### src/rtl/adw_pkg.sv
package adw_pkg;

  typedef enum logic [2:0] {
    PH_IDLE,
    PH_ALE,
    PH_AHOLD,
    PH_FLOAT,
    PH_WRITE,
    PH_HOLD,
    PH_RECOV
  } phase_t;

  // Strobe low time: duration minus recovery, never below one cycle.
  function automatic int unsigned strobe_len(int unsigned dur, int unsigned recov);
    return (dur > recov) ? dur - recov : 1;
  endfunction

  function automatic int unsigned recov_len(bit flash_en, int unsigned flash_cyc);
    return flash_en ? flash_cyc : 0;
  endfunction

  function automatic int unsigned hold_len(bit hold_en, int unsigned hold_cyc);
    return hold_en ? hold_cyc : 0;
  endfunction

endpackage

### src/rtl/adw_cfg_latch.sv
module adw_cfg_latch #(
  parameter int DUR_W     = 5,
  parameter int CNT_W     = 7,
  parameter int FLASH_CYC = 7,
  parameter int HOLD_CYC  = 1
) (
  input  logic             clk,
  input  logic             rst_n,
  input  logic             accept,
  input  logic [DUR_W-1:0] cfg_dur,
  input  logic             cfg_hold_en,
  input  logic             cfg_flash_en,
  input  logic             cfg_ale_low,
  output logic [CNT_W-1:0] wr_len,
  output logic [CNT_W-1:0] hold_len,
  output logic [CNT_W-1:0] recov_len,
  output logic             pol_low
);
  import adw_pkg::*;

  logic [CNT_W-1:0] wr_len_d, hold_len_d, recov_len_d;

  always_comb begin
    recov_len_d = CNT_W'(adw_pkg::recov_len(cfg_flash_en, FLASH_CYC));
    hold_len_d  = CNT_W'(adw_pkg::hold_len(cfg_hold_en, HOLD_CYC));
    wr_len_d    = CNT_W'(strobe_len(int'(cfg_dur), int'(recov_len_d)));
  end

  always_ff @(posedge clk or negedge rst_n) begin
    if (!rst_n) begin
      wr_len    <= CNT_W'(1);
      hold_len  <= '0;
      recov_len <= '0;
      pol_low   <= 1'b0;
    end else if (accept) begin
      wr_len    <= wr_len_d;
      hold_len  <= hold_len_d;
      recov_len <= recov_len_d;
      pol_low   <= cfg_ale_low;
    end
  end

  AST_WR_LEN_NONZERO: assert property (@(posedge clk) disable iff (!rst_n)
    wr_len != '0);

endmodule

### src/rtl/adw_phase_fsm.sv
module adw_phase_fsm #(
  parameter int CNT_W         = 7,
  parameter int ALE_CYC       = 2,
  parameter int ADDR_HOLD_CYC = 1,
  parameter int FLOAT_CYC     = 1
) (
  input  logic             clk,
  input  logic             rst_n,
  input  logic             accept,
  input  logic [CNT_W-1:0] wr_len,
  input  logic [CNT_W-1:0] hold_len,
  input  logic [CNT_W-1:0] recov_len,
  output adw_pkg::phase_t  phase,
  output logic             ready,
  output logic             done
);
  import adw_pkg::*;

  phase_t           nxt;
  logic [CNT_W-1:0] cnt, nxt_cnt;
  logic             cnt_end;

  assign cnt_end = (cnt == '0);
  assign ready   = (phase == PH_IDLE);

  always_comb begin
    nxt     = phase;
    nxt_cnt = cnt - CNT_W'(1);
    unique case (phase)
      PH_IDLE: begin
        nxt_cnt = cnt;
        if (accept) begin
          nxt     = PH_ALE;
          nxt_cnt = CNT_W'(ALE_CYC - 1);
        end
      end
      PH_ALE: if (cnt_end) begin
        nxt     = PH_AHOLD;
        nxt_cnt = CNT_W'(ADDR_HOLD_CYC - 1);
      end
      PH_AHOLD: if (cnt_end) begin
        nxt     = PH_FLOAT;
        nxt_cnt = CNT_W'(FLOAT_CYC - 1);
      end
      PH_FLOAT: if (cnt_end) begin
        nxt     = PH_WRITE;
        nxt_cnt = wr_len - CNT_W'(1);
      end
      PH_WRITE: if (cnt_end) begin
        if (hold_len != '0) begin
          nxt     = PH_HOLD;
          nxt_cnt = hold_len - CNT_W'(1);
        end else if (recov_len != '0) begin
          nxt     = PH_RECOV;
          nxt_cnt = recov_len - CNT_W'(1);
        end else begin
          nxt     = PH_IDLE;
        end
      end
      PH_HOLD: if (cnt_end) begin
        if (recov_len != '0) begin
          nxt     = PH_RECOV;
          nxt_cnt = recov_len - CNT_W'(1);
        end else begin
          nxt     = PH_IDLE;
        end
      end
      PH_RECOV: if (cnt_end) nxt = PH_IDLE;
      default: nxt = PH_IDLE;
    endcase
  end

  always_ff @(posedge clk or negedge rst_n) begin
    if (!rst_n) begin
      phase <= PH_IDLE;
      cnt   <= '0;
      done  <= 1'b0;
    end else begin
      phase <= nxt;
      cnt   <= nxt_cnt;
      done  <= (phase != PH_IDLE) && (nxt == PH_IDLE);
    end
  end

  AST_DONE_ONE_CYCLE: assert property (@(posedge clk) disable iff (!rst_n)
    done |=> !done);
  AST_DONE_IN_IDLE: assert property (@(posedge clk) disable iff (!rst_n)
    done |-> ready);

endmodule

### src/rtl/adw_bus_drive.sv
module adw_bus_drive #(
  parameter int BUS_W = 16,
  parameter int CNT_W = 7
) (
  input  logic             clk,
  input  logic             rst_n,
  input  logic             accept,
  input  logic [BUS_W-1:0] req_addr,
  input  logic [BUS_W-1:0] req_data,
  input  adw_pkg::phase_t  phase,
  input  logic             pol_low,
  input  logic [CNT_W-1:0] wr_len,
  output logic             ale,
  output logic             wr_n,
  output logic [BUS_W-1:0] ad_out,
  output logic             ad_oe,
  output logic             ale_act,
  output logic             wr_act
);
  import adw_pkg::*;

  logic [BUS_W-1:0] addr_q, data_q;
  logic             addr_phase, data_phase;
  logic [CNT_W-1:0] low_run;

  always_ff @(posedge clk or negedge rst_n) begin
    if (!rst_n) begin
      addr_q <= '0;
      data_q <= '0;
    end else if (accept) begin
      addr_q <= req_addr;
      data_q <= req_data;
    end
  end

  assign ale_act    = (phase == PH_ALE);
  assign wr_act     = (phase == PH_WRITE);
  assign addr_phase = (phase == PH_ALE) || (phase == PH_AHOLD);
  assign data_phase = (phase == PH_WRITE) || (phase == PH_HOLD);

  assign ale    = ale_act ^ pol_low;
  assign wr_n   = ~wr_act;
  assign ad_oe  = addr_phase | data_phase;
  assign ad_out = addr_phase ? addr_q : (data_phase ? data_q : '0);

  // Length of the current low run of the write strobe, for the width check.
  always_ff @(posedge clk or negedge rst_n) begin
    if (!rst_n)     low_run <= '0;
    else if (!wr_n) low_run <= low_run + CNT_W'(1);
    else            low_run <= '0;
  end

  AST_WR_NEEDS_OE: assert property (@(posedge clk) disable iff (!rst_n)
    !wr_n |-> ad_oe);
  AST_ALE_TWO_CYCLES: assert property (@(posedge clk) disable iff (!rst_n)
    (ale_act && $past(ale_act)) |=> !ale_act);
  AST_WR_AFTER_ALE: assert property (@(posedge clk) disable iff (!rst_n)
    $fell(wr_n) |-> (!$past(ale_act) && !$past(ale_act, 2) && $past(ale_act, 3)));
  AST_STROBE_WIDTH: assert property (@(posedge clk) disable iff (!rst_n)
    $rose(wr_n) |-> (low_run == wr_len));

endmodule

### src/rtl/adw_write_seq.sv
module adw_write_seq #(
  parameter int BUS_W         = 16,
  parameter int DUR_W         = 5,
  parameter int ALE_CYC       = 2,
  parameter int ADDR_HOLD_CYC = 1,
  parameter int FLOAT_CYC     = 1,
  parameter int FLASH_CYC     = 7,
  parameter int HOLD_CYC      = 1
) (
  input  logic             clk,
  input  logic             rst_n,
  input  logic             req_valid,
  input  logic [BUS_W-1:0] req_addr,
  input  logic [BUS_W-1:0] req_data,
  input  logic [DUR_W-1:0] cfg_dur,
  input  logic             cfg_hold_en,
  input  logic             cfg_flash_en,
  input  logic             cfg_ale_low,
  output logic             ready,
  output logic             done,
  output logic             ale,
  output logic             wr_n,
  output logic [BUS_W-1:0] ad_out,
  output logic             ad_oe
);
  import adw_pkg::*;

  localparam int CNT_W = DUR_W + 2;

  logic             accept;
  logic [CNT_W-1:0] wr_len, hold_len, recov_len;
  logic             pol_low, ale_act, wr_act;
  phase_t           phase;

  assign accept = req_valid & ready;

  adw_cfg_latch #(
    .DUR_W(DUR_W), .CNT_W(CNT_W), .FLASH_CYC(FLASH_CYC), .HOLD_CYC(HOLD_CYC)
  ) u_cfg (
    .clk(clk), .rst_n(rst_n), .accept(accept),
    .cfg_dur(cfg_dur), .cfg_hold_en(cfg_hold_en),
    .cfg_flash_en(cfg_flash_en), .cfg_ale_low(cfg_ale_low),
    .wr_len(wr_len), .hold_len(hold_len), .recov_len(recov_len),
    .pol_low(pol_low)
  );

  adw_phase_fsm #(
    .CNT_W(CNT_W), .ALE_CYC(ALE_CYC),
    .ADDR_HOLD_CYC(ADDR_HOLD_CYC), .FLOAT_CYC(FLOAT_CYC)
  ) u_fsm (
    .clk(clk), .rst_n(rst_n), .accept(accept),
    .wr_len(wr_len), .hold_len(hold_len), .recov_len(recov_len),
    .phase(phase), .ready(ready), .done(done)
  );

  adw_bus_drive #(
    .BUS_W(BUS_W), .CNT_W(CNT_W)
  ) u_bus (
    .clk(clk), .rst_n(rst_n), .accept(accept),
    .req_addr(req_addr), .req_data(req_data),
    .phase(phase), .pol_low(pol_low), .wr_len(wr_len),
    .ale(ale), .wr_n(wr_n), .ad_out(ad_out), .ad_oe(ad_oe),
    .ale_act(ale_act), .wr_act(wr_act)
  );

  AST_READY_QUIET_BUS: assert property (@(posedge clk) disable iff (!rst_n)
    ready |-> (!ad_oe && wr_n && !ale_act));
  AST_NO_ACCEPT_BUSY: assert property (@(posedge clk) disable iff (!rst_n)
    (!ready && req_valid) |=> $stable(pol_low));

endmodule

### config.mk
export PLATFORM = sky130hd
export DESIGN_NAME = adw_write_seq
export DESIGN_NICKNAME = d
export VERILOG_FILES = /design/src/rtl/adw_pkg.sv /design/src/rtl/adw_cfg_latch.sv /design/src/rtl/adw_phase_fsm.sv /design/src/rtl/adw_bus_drive.sv /design/src/rtl/adw_write_seq.sv
export SDC_FILE = /design/constraint.sdc
export NUM_CORES = 1
export LEC_CHECK = 0
export ABC_AREA = 1
export ABC_CLOCK_PERIOD_IN_PS = 2200
export CORE_ASPECT_RATIO = 0.6
export CORE_MARGIN = 10
export CORE_UTILIZATION = 25
export CTS_BUF_LIST = sky130_fd_sc_hd__clkbuf_2
export DETAILED_ROUTE_END_ITERATION = 6
export SYNTH_ARGS = -nofsm -noshare
export SYNTH_HDL_FRONTEND = slang
export SYNTH_SLANG_ARGS = --single-unit
### constraint.sdc
create_clock -name clk -period 2.2 [get_ports clk]
set_input_delay 0.55 -clock clk [delete_from_list [all_inputs] [get_ports clk]]
set_output_delay 0.55 -clock clk [all_outputs]
set_load 0.01 [all_outputs]
==> PnR_summary.wiki <==
{| class="wikitable"
! Metric !! Value
|-
| Setup Crit Path Kind || flop to output port
|-
| Number of hold-repair buffers added at the cts stage || 0
|-
| Crit-path cells || buf_6, nor3_4, inv_4, nand2_8, a22o_1, buf_2
|-
| Post-route setup slack || -0.152 ns
|-
| Cell-internal power || 0.00265 W
|-
| Path type of the worst min-delay path || primary input to asynchronous set/reset pin
|-
| Transition time at the pin with the least slew margin || 0.320 ns
|-
| Clock buffer depth || 2
|-
| Post-route total power || between 0.004 and 0.005 W
|-
| Net load switching power || 0.00219 W
|-
| Max Freq || 0.425 GHz
|-
| Post-Place Cell Area || 3820 sq um
|-
| CTS sink cnt || between 50 and 60
|-
| Routed Antenna Nets || 0
|-
| Finished Cell Area || 3890 sq um
|-
| Antenna violations before repair || 1
|-
| Crit path buffers/inverters || 3
|-
| Total Nets Final || slightly above 500
|-
| Worst path arrival time || 1.80 ns
|-
| Synthesis-to-finish area growth || 33.8%
|-
| Detailed router's first-iteration violation count || 193
|-
| Share of cells above drive strength 1 || 0.184
|-
| Worst setup slack for register-to-register paths || 0.29 ns
|-
| Number of clock buffers inserted by TritonCTS || 5
|-
| Vias in the first global route || 2640
|-
| Source-to-sink clock delay at the later pin of the worst-skew pair || about 0.46 ns
|-
| Largest voltage drop on the vdd net || approximately 0.47 mV
|-
| Synthesized area divided by synthesized cell count || slightly below 8 sq um
|-
| Most frequent standard cell in the layout excluding fill and tap cells || nand2_1
|-
| Hold violation total from the final report || 0
|-
| Instance count of the mapped netlist || 371
|-
| Effective utilization at floorplan || 0.256
|-
| Outcome || complete, but fails checks
|-
| Violations in the final reports || negative setup slack
|-
| Clock-pin slew on the worst setup and hold paths || 0.31 ns
|-
| Remaining global-route overflow || 0
|-
| Switching Fraction || 0.452
|-
| Remaining routing DRC violations || 0
|-
| Setup TNS || -1.72 ns
|-
| Largest net degree at the start of global routing || 54
|-
| Share of the yosys chip area belonging to registers || 0.457
|-
| Maximum net fanout on the critical path || 8
|-
| Clock tree from TritonCTS || yes
|-
| Synthesis warning total || 0
|-
| Die extent in y || slightly above 100 microns
|-
| Horiz. Die Dim || ~160 microns
|-
| Number of search-and-repair iterations in the first detailed-routing pass || 4
|-
| Max-Cap Viols || 0
|-
| Sequential fraction of design power || 0.356
|-
| Number of unique standard cell types used by synthesis || 30
|-
| Post-route core utilization || 0.343
|-
| Site Rows || 30
|-
| Commonest cells after routing, fill and taps aside || nand2_1, dfrtp_1, clkdlybuf4s50_1
|-
| Post-route fraction of the period consumed by the critical path || 1.07
|-
| HPWL after detailed placement || 6.06 mm
|-
| Number of H-tree branching levels || 2
|-
| Drt total wl || 8.32 mm
|-
| PD cells || 1250 nW/um^2
|-
| Wire length of the first global-routing pass || 13.8 mm
|-
| Part of the power in combinational logic || 0.559
|-
| Worst setup timing slack at the placement stage || -0.102 ns
|-
| Worst Clk Skew || between 0.04 and 0.05 ns
|-
| Core Area || 11300 sq um
|-
| Register bit total from synthesis || 53
|-
| Max transition margin || 0.785
|-
| # setup viols final || 18
|-
| DIE AREA || 16500 sq um
|-
| Top delay family on crit path || flip-flops
|-
| Clock share of power || 0.085
|-
| CP max-delay cell || dfrtp_1
|-
| Routed vias || 2617
|-
| Total leakage power || 1.99 nW
|-
| CP Launch Type || flop
|-
| Number of pins exceeding their max-slew limit in the final report || 0
|-
| Setup repair after global routing missed its margin || yes
|-
| I/O Pins || 64
|-
| Root buf cell || clkbuf_2
|-
| Overall track demand over capacity in global routing || 0.0995
|-
| Capturing element type of the critical path || output port
|-
| Average wire per standard cell || 13.5 microns
|-
| Critical path data required time || 1.65 ns
|-
| Min cycle time layout || 2.35 ns
|-
| Synthesized netlist net count || 421
|-
| Final estimated routing congestion in global placement || between 0.8 and 0.9
|-
| Synth Cell Area || 2910 sq um
|-
| Largest incremental delay on the critical path || 0.50 ns
|-
| Port-buffer cells || 63
|-
| Ratio of routed vias to standard cells || 4.23
|}
[power groups by stage]
| stage | Clock, W | Combinational (W) | Sequential (W) |
|---|---|---|---|
| final | 0.000411 | 0.00271 | 0.00172 |
| after global routing | 0.000459 | 0.00306 | 0.00178 |
| after CTS | 0.000427 | 0.00266 | 0.00172 |
| after detailed placement | 0 | 0.00270 | 0.00174 |
| after global placement | 0 | 0.00268 | 0.00172 |
| after floorplan | 0 | 0.00171 | 0.00167 |
[per-layer routing]
layer,global-route usage,part of all wire,up-vias
met5,0,0,-
met4,0.0237,0.0077,0
met3,0.0245,0.060,5
met2,0.138,0.41,81
met1,0.149,0.53,1184
li1,-,-,1347
[cells by family (layout without fill, tap and decap cells)]
family                     count (synthesis)  count (layout)  synth area share
and+or+nand+nor                          218             219             0.325
DFF                                       53              53             0.457
buffers and inverters                     44             129            0.0693
AOI/OAI and AO/OA                         41              41            0.0921
xor gates and xnor gates                   8               8            0.0241
adders and majority gates                  7               7            0.0327
other                                      0               1                 0
[flip-flops by register name, indices dropped and copies added (netlist names)]
signal / cells
u_fsm.phase: 3
u_cfg.hold_len: 1
u_cfg.recov_len: 1
u_cfg.pol_low: 1
u_fsm.cnt: 7
u_fsm.done: 1
u_bus.data_q: 16
u_cfg.wr_len: 7
u_bus.addr_q: 16
[area by class of cell]
class | count | area, sq um
Tap cell | 160 | 200
Antenna cell | 1 | 2.50
Fill cell | 1231 | 7450
Clock inverter | 3 | 21.3
Multi-Input combinational cell | 275 | 1430
Timing Repair Buffer | 88 | 752
Sequential cell | 53 | 1330
Inverter | 33 | 131
Clock buffer | 5 | 25.0
[worst paths after layout]
check / cells past startpoint / start / end
max: 6 / u_fsm.phase[2] / ad_out[2]
min: 2 / rst_n / u_fsm.cnt[4]
max reg2reg: 9 / u_fsm.phase[2] / u_bus.addr_q[2]
min reg2reg: 2 / u_bus.addr_q[3] / u_bus.addr_q[3]
max in group asynchronous: 2 / rst_n / u_cfg.wr_len[0]
min in group clk: 2 / u_bus.addr_q[3] / u_bus.addr_q[3]
[per-stage QoR]
stage,hold slack [ns],std cells
detailed placement,0.467,603
global placement,0.464,603
global route,0.0169,618
floorplan,0.254,371
CTS,0.0186,616
finish,0.0158,618
[synth_stat cells]
library cell	instances	share of area
a21oi_1	13	0.022
a22o_1	16	0.048
buf_2	2	0.0034
buf_4	5	0.013
buf_6	2	0.0077
clkbuf_1	2	0.0026
dfrtp_1	52	0.45
dfstp_2	1	0.0090
fa_1	1	0.0069
ha_1	6	0.026
inv_1	24	0.031
inv_2	9	0.012
nand2_1	152	0.20
nand2_2	4	0.0086
nand2_4	1	0.0039
nand3_1	17	0.029
nand3_2	3	0.010
nand4_1	3	0.0065
nor2_1	29	0.037
nor2_2	2	0.0043
nor2_4	1	0.0039
nor2_8	1	0.0069
nor3_1	1	0.0017
nor3_2	3	0.010
nor3_4	1	0.0056
o211ai_1	1	0.0026
o21ai_0	10	0.017
o21ai_1	1	0.0017
xnor2_1	2	0.0060
xor2_1	6	0.018
[what timing repair did]
action	CTS	global route
endpoints found under the hold margin	0	0
resized for setup	91	5
gates cloned	1	0
pin swaps	13	12
buffers inserted	5	1
setup endpoints to repair	20	20
Note: power is estimated with default switching activity, not from simulation.
